--- config.mk ---
export PLATFORM = sky130hd
export DESIGN_NAME = hw_prefetch_align
export DESIGN_NICKNAME = d
export VERILOG_FILES = /design/src/rtl/pfa_pkg.sv /design/src/rtl/pfa_fetch_ptr.sv /design/src/rtl/pfa_hw_window.sv /design/src/rtl/pfa_issue.sv /design/src/rtl/hw_prefetch_align.sv
export SDC_FILE = /design/constraint.sdc
export NUM_CORES = 1
export LEC_CHECK = 0
export BUFFER_PORTS_ARGS = -buffer_cell sky130_fd_sc_hd__buf_2
export CAP_MARGIN = 20
export CORE_MARGIN = 2
export CORE_UTILIZATION = 40
export CTS_CLUSTER_DIAMETER = 60
export CTS_CLUSTER_SIZE = 12
export DETAILED_ROUTE_END_ITERATION = 16
export PLACE_DENSITY_LB_ADDON = 0.1
export SYNTH_ARGS = -nofsm -noshare
export SYNTH_HDL_FRONTEND = slang
export SYNTH_SLANG_ARGS = --single-unit
--- constraint.sdc ---
create_clock -name clk -period 5.82 [get_ports clk]
set_input_delay 0.873 -clock clk [delete_from_list [all_inputs] [get_ports clk]]
set_output_delay 0.873 -clock clk [all_outputs]
set_load 0.005 [all_outputs]
--- src/rtl/pfa_pkg.sv ---
package pfa_pkg;
  localparam int HALF_W = 16;
  localparam int WORD_W = 32;

  typedef logic [HALF_W-1:0] half_t;

  // top five bits 11101, 11110, 11111 open a two-halfword instruction
  function automatic logic is_wide(input half_t h);
    return (h[15:13] == 3'b111) && (h[12:11] != 2'b00);
  endfunction
endpackage

--- src/rtl/pfa_fetch_ptr.sv ---
module pfa_fetch_ptr #(
  parameter int AW = 16
) (
  input  logic          clk,
  input  logic          rst,
  input  logic [AW-1:0] reset_addr,
  input  logic          redirect,
  input  logic [AW-1:0] redirect_target,
  input  logic          take,
  output logic [AW-1:0] fetch_addr,
  output logic          skip_low
);
  logic [AW-3:0] word_ptr;
  logic          skip_q;

  always_ff @(posedge clk) begin
    if (rst) begin
      word_ptr <= reset_addr[AW-1:2];
      skip_q   <= reset_addr[1];
    end else if (redirect) begin
      word_ptr <= redirect_target[AW-1:2];
      skip_q   <= redirect_target[1];
    end else if (take) begin
      word_ptr <= word_ptr + 1'b1;
      skip_q   <= 1'b0;
    end
  end

  assign fetch_addr = {word_ptr, 2'b00};
  assign skip_low   = skip_q;
endmodule

--- src/rtl/pfa_hw_window.sv ---
module pfa_hw_window
  import pfa_pkg::*;
#(
  parameter int BUF_HW = 3,
  parameter int CW     = $clog2(BUF_HW + 3)
) (
  input  logic          clk,
  input  logic          rst,
  input  logic          flush,
  input  logic          take,
  input  logic          skip_low,
  input  logic [31:0]   word,
  input  logic [1:0]    consume,
  output logic [CW-1:0] count,
  output logic [CW-1:0] avail,
  output half_t         head0,
  output half_t         head1
);
  localparam int VW = BUF_HW + 2;
  localparam int IW = $clog2(VW);

  half_t         q     [BUF_HW];
  half_t         q_n   [BUF_HW];
  half_t         view  [VW];
  logic [CW-1:0] cnt;
  logic [CW-1:0] inc;
  half_t         in0;
  half_t         in1;

  always_comb begin
    in0 = skip_low ? word[31:16] : word[15:0];
    in1 = word[31:16];
    if (!take)         inc = '0;
    else if (skip_low) inc = CW'(1);
    else               inc = CW'(2);
  end

  // queued halfwords first, then the halfwords of the incoming word
  always_comb begin
    for (int i = 0; i < VW; i++) begin
      if (i < BUF_HW && i < int'(cnt)) view[i] = q[i];
      else if (i == int'(cnt))         view[i] = in0;
      else                             view[i] = in1;
    end
  end

  always_comb begin
    for (int j = 0; j < BUF_HW; j++) begin
      logic [IW-1:0] idx;
      idx    = IW'(j) + IW'(consume);
      q_n[j] = view[idx];
    end
  end

  always_ff @(posedge clk) begin
    if (rst || flush) cnt <= '0;
    else              cnt <= cnt + inc - CW'(consume);
  end

  always_ff @(posedge clk) begin
    for (int j = 0; j < BUF_HW; j++) q[j] <= q_n[j];
  end

  assign count = cnt;
  assign avail = cnt + inc;
  assign head0 = view[0];
  assign head1 = view[1];
endmodule

--- src/rtl/pfa_issue.sv ---
module pfa_issue
  import pfa_pkg::*;
#(
  parameter int AW = 16,
  parameter int CW = 3
) (
  input  logic          clk,
  input  logic          rst,
  input  logic          flush,
  input  logic [AW-1:0] reset_addr,
  input  logic [AW-1:0] redirect_target,
  input  logic          dec_ready,
  input  half_t         head0,
  input  half_t         head1,
  input  logic [CW-1:0] avail,
  output logic [1:0]    consume,
  output logic          out_valid,
  output logic [31:0]   out_instr,
  output logic          out_is32,
  output logic [AW-1:0] out_addr,
  output logic [AW-1:0] out_pc
);
  logic [AW-1:0] next_addr;
  logic          can_load;
  logic          wide;
  logic [1:0]    need;
  logic          issue;

  always_comb begin
    can_load = !out_valid || dec_ready;
    wide     = is_wide(head0);
    need     = wide ? 2'd2 : 2'd1;
    issue    = can_load && !flush && (avail >= CW'(need));
    consume  = issue ? need : 2'd0;
  end

  always_ff @(posedge clk) begin
    if (rst) begin
      out_valid <= 1'b0;
      next_addr <= {reset_addr[AW-1:1], 1'b0};
    end else if (flush) begin
      out_valid <= 1'b0;
      next_addr <= {redirect_target[AW-1:1], 1'b0};
    end else if (can_load) begin
      out_valid <= issue;
      if (issue) next_addr <= next_addr + AW'({need, 1'b0});
    end
  end

  always_ff @(posedge clk) begin
    if (issue) begin
      out_instr <= wide ? {head1, head0} : {16'h0000, head0};
      out_is32  <= wide;
      out_addr  <= next_addr;
      out_pc    <= next_addr + AW'(4);
    end
  end
endmodule

--- src/rtl/hw_prefetch_align.sv ---
module hw_prefetch_align #(
  parameter int AW     = 16,
  parameter int BUF_HW = 3
) (
  input  logic          clk,
  input  logic          rst,
  input  logic [AW-1:0] reset_addr,
  output logic [AW-1:0] fetch_addr,
  output logic          fetch_ready,
  input  logic          fetch_valid,
  input  logic [31:0]   fetch_data,
  input  logic          redirect,
  input  logic [AW-1:0] redirect_target,
  input  logic          dec_ready,
  output logic          out_valid,
  output logic [31:0]   out_instr,
  output logic          out_is32,
  output logic [AW-1:0] out_addr,
  output logic [AW-1:0] out_pc
);
  import pfa_pkg::*;

  localparam int CW = $clog2(BUF_HW + 3);

  logic          take;
  logic          skip_low;
  logic [CW-1:0] count;
  logic [CW-1:0] avail;
  logic [1:0]    consume;
  half_t         head0;
  half_t         head1;

  assign fetch_ready = (count <= CW'(BUF_HW - 2));
  assign take        = fetch_valid && fetch_ready && !redirect;

  pfa_fetch_ptr #(.AW(AW)) i_ptr (
    .clk(clk), .rst(rst), .reset_addr(reset_addr),
    .redirect(redirect), .redirect_target(redirect_target),
    .take(take), .fetch_addr(fetch_addr), .skip_low(skip_low)
  );

  pfa_hw_window #(.BUF_HW(BUF_HW), .CW(CW)) i_win (
    .clk(clk), .rst(rst), .flush(redirect), .take(take),
    .skip_low(skip_low), .word(fetch_data), .consume(consume),
    .count(count), .avail(avail), .head0(head0), .head1(head1)
  );

  pfa_issue #(.AW(AW), .CW(CW)) i_iss (
    .clk(clk), .rst(rst), .flush(redirect), .reset_addr(reset_addr),
    .redirect_target(redirect_target), .dec_ready(dec_ready),
    .head0(head0), .head1(head1), .avail(avail), .consume(consume),
    .out_valid(out_valid), .out_instr(out_instr), .out_is32(out_is32),
    .out_addr(out_addr), .out_pc(out_pc)
  );
endmodule

==> run_results.csv <==
group,metric,value,unit
status,status,"finished, final reports clean",
synthesis,synth_compound_area_frac,0.168,
synthesis,yosysMostFrequentCell,"nand2_1",
detailed_routing,drc_errors,0,
die,die_area,0.0214,sq mm
die,fp.coreArea,0.0200,sq mm
timing,finalHoldViolCount,0,
synthesis,synth_top_family_by_area,"compound AO/OA/AOI/OAI gates",
synthesis,async_reset_ff_frac,0,
timing,period_share,0.827,
critical_path,worstPathRequired,6.20,ns
synthesis,synthCells,875,
synthesis,yosysSeqAreaShare,0.469,
critical_path,worstPathCellList,"nor3b_1 -> ha_1 -> fa_1 -> ha_1 -> a211oi_1 -> or3_2 -> clkinv_2 -> nand2_1 -> inv_1 -> ha_1 -> nand2b_1 -> or4_1 -> o21ai_0 -> a211o_1",
clocking,insertion_delay,0.43,ns
placed_design,pre_cts_slack,0.797,ns
global_route,grt_overflow,0,
clocking,cts_made_buffers,17,
global_route,grt_pass1_wl,33.8,mm
clocking,cts_tree,"yes",
timing,worst_pin_slew,1.10,ns
pwr,p_clk_frac,0.248,
timing,fin_worst_skew,0.0112,ns
global_route,grt_usage,0.203,
clocking,ctsHoldBuffers,0,
pwr,switching_power,1.75,mW
cells_and_area,syn_to_final_growth,18.8,%
die,ios,152,
pwr,p_comb_frac,0.380,
die,die_w,146,microns
detailed_routing,via_per_inst,5.28,
placed_design,dp_hpwl,14.6,mm
cells_and_area,fin_nets,1068,
detailed_routing,wl,21.8,mm
synthesis,synth_xor_area_frac,0.0421,
die,num_rows,52,
critical_path,worstPathMaxFanout,16,
detailed_routing,vias,6717,
die,die_h,146,microns
timing,setup_tns,0,ns
clocking,cts.repair.resized,0,
detailed_routing,ant_nets,0,
clocking,cts.clk_slew.worst_paths,0.07,ns
pwr,switching_share,0.377,
min_path,hp-class,"reg -> reg",
critical_path,cp_data_arrival_time,5.19,ns
synthesis,synth-main-ff-cell,"edfxtp_1",
cells_and_area,drive_above_1_share,0.205,
placed_design,place.gp.congestion,0.883,
clocking,cts_max_level,4,
flow_run,max-cap-violations,0,
critical_path,cpMostUsedCell,"ha_1",
critical_path,end_kind,"register",
synthesis,synth.area.mux_share,0.0953,
critical_path,rrSetupSlack,1.01,ns
critical_path,crit_type,"reg -> reg",
placed_design,port_buffers,145,
detailed_routing,firstDrtPassIters,6,
critical_path,cp_slowest_cell,"edfxtp_1",
timing,setup_viol,0,
synthesis,synth_top_area_frac,0.341,
pwr,p_leak,4.21,nW
synthesis,synthTopCellsByCount,"nand2_1 (124), edfxtp_1 (92), a21oi_1 (86), mux2i_1 (75), o21ai_0 (69)",
timing,slew_violations,0,
synthesis,avgSynthCellArea,9.27,sq um
timing,fmax,208,MHz
synthesis,yosys-top-cells-area,"edfxtp_1 (34%), dfxtp_1 (13%), mux2i_1 (9.3%)",
detailed_routing,drt-initial-drc-count,617,
detailed_routing,wl_per_cell,17.1,microns
pwr,pwr-share-seq,0.372,
pwr,p_per_area,481,mW/mm^2
global_route,grt_max_degree,79,
global_route,antenna_found_initial,2,
synthesis,syn-cell-area,0.00811,sq mm
clocking,cts.sink_count,144,
synthesis,synth_edf_count,92,
synthesis,synth_warnings,0,
synthesis,synthAdderAreaFrac,0.0213,
global_route,grt_pass1_vias,6187,
critical_path,slowest_delay,1.01,ns
synthesis,ys_types,51,
pwr,power,4.64,mW
synthesis,ys_ff_latch,144,
timing,rsz0062_at_grt,"false",
pwr,vdd_drop_max,0.320,mV
die,start_util,0.405,
synthesis,yosysTopAreaCell,"edfxtp_1",
clocking,cts-root-buf,"clkbuf_16",
timing,slew_headroom,0.264,
critical_path,cp-start-kind,"register",
synthesis,synth-simple-area-share,0.151,
clocking,post_cts_buffers,0,
timing,setup_ws,1.01,ns
clocking,cts_buffer_depth,2,
timing,post-route-min-period,4.81,ns
pwr,intPower,2.89,mW
[placed cells by master (no fill, tap or decap), drive strengths merged, types with 17 or more instances in the layout]
cell / instances
nand3: 32
buf: 159
inv: 45
mux2i: 75
nand2: 124
clkbuf: 17
a21oi: 87
dfxtp: 52
xor2: 21
nor2: 59
xnor2: 18
o21ai: 75
edfxtp: 92
[power groups by stage]
stage	Combinational, mW	Sequential, mW	Clock (mW)
2_1_floorplan	1.21	1.71	0
3_3_place_gp	1.76	1.74	0
3_5_place_dp	1.76	1.75	0
4_1_cts	1.77	1.73	1.18
5_1_grt	1.97	1.77	1.22
6_report	1.76	1.73	1.15
[critical path: cells and delay by family, from the launching register on]
family | cells | cell delay, ns
simple gates | 5 | 1.93
compound gates | 3 | 0.29
fa+ha+maj | 4 | 1.27
buf+inv | 2 | 0.26
flops | 1 | 1.01
[layer usage]
layer	GRT usage	routed length, microns	vias to the layer above
met5	0	0	-
met4	0.0791	396	0
met3	0.0341	1100	24
met2	0.313	10100	192
met1	0.285	10200	3145
li1	-	-	3356
[final timing paths]
check / start / endpoint / cells after the start
setup reg to reg: i_ptr.skip_low$_DFFE_PP_ / i_win.q[0][17]$_DFF_P_ / 14
setup / recovery: i_ptr.skip_low$_DFFE_PP_ / i_win.q[0][17]$_DFF_P_ / 14
hold reg to reg: i_iss.next_addr[1]$_DFFE_PP_ / i_iss.out_pc[1]$_DFFE_PN_ / 0
hold / removal: i_iss.next_addr[1]$_DFFE_PP_ / i_iss.out_pc[1]$_DFFE_PN_ / 0
[sequential cells by signal, summed over array words and instances (netlist names)]
register / count
i_win.q: 48
i_iss.out_instr: 32
i_iss.next_addr: 15
i_iss.out_pc: 15
i_iss.out_addr: 14
i_ptr.word_ptr: 14
i_win.count: 3
i_iss.out_is32: 1
i_iss.out_valid: 1
i_ptr.skip_low: 1
[metrics by stage]
stage	hold slack, ns	cell area, sq um	util	cells
final	0.454	9630	0.481	1272
after global routing	0.464	9630	0.481	1272
after CTS	0.456	9630	0.480	1270
after detailed placement	0.442	9020	0.450	1238
after global placement	0.442	9020	0.450	1238
after floorplan	0.424	8120	-	878
[layout make-up]
type / instances / area, sq um
clock buffer: 17 / 425
timing repair buffer: 159 / 831
clock inverter: 15 / 186
sequential: 144 / 3800
fill: 1974 / 10400
tap: 270 / 338
inverter: 35 / 133
antenna: 2 / 5.00
multi-input combinational: 630 / 3910
[logic make-up after synthesis]
| kind of cell | after synthesis |
|---|---|
| AO/OA/AOI/OAI | 226 |
| buffers and inverters | 104 |
| flip-flops | 144 |
| XOR/XNOR | 39 |
| other | 1 |
| multiplexers | 77 |
| adder cells (fa/ha/maj) | 12 |
| AND/OR/NAND/NOR | 272 |
(Power assumes the default switching activity.)
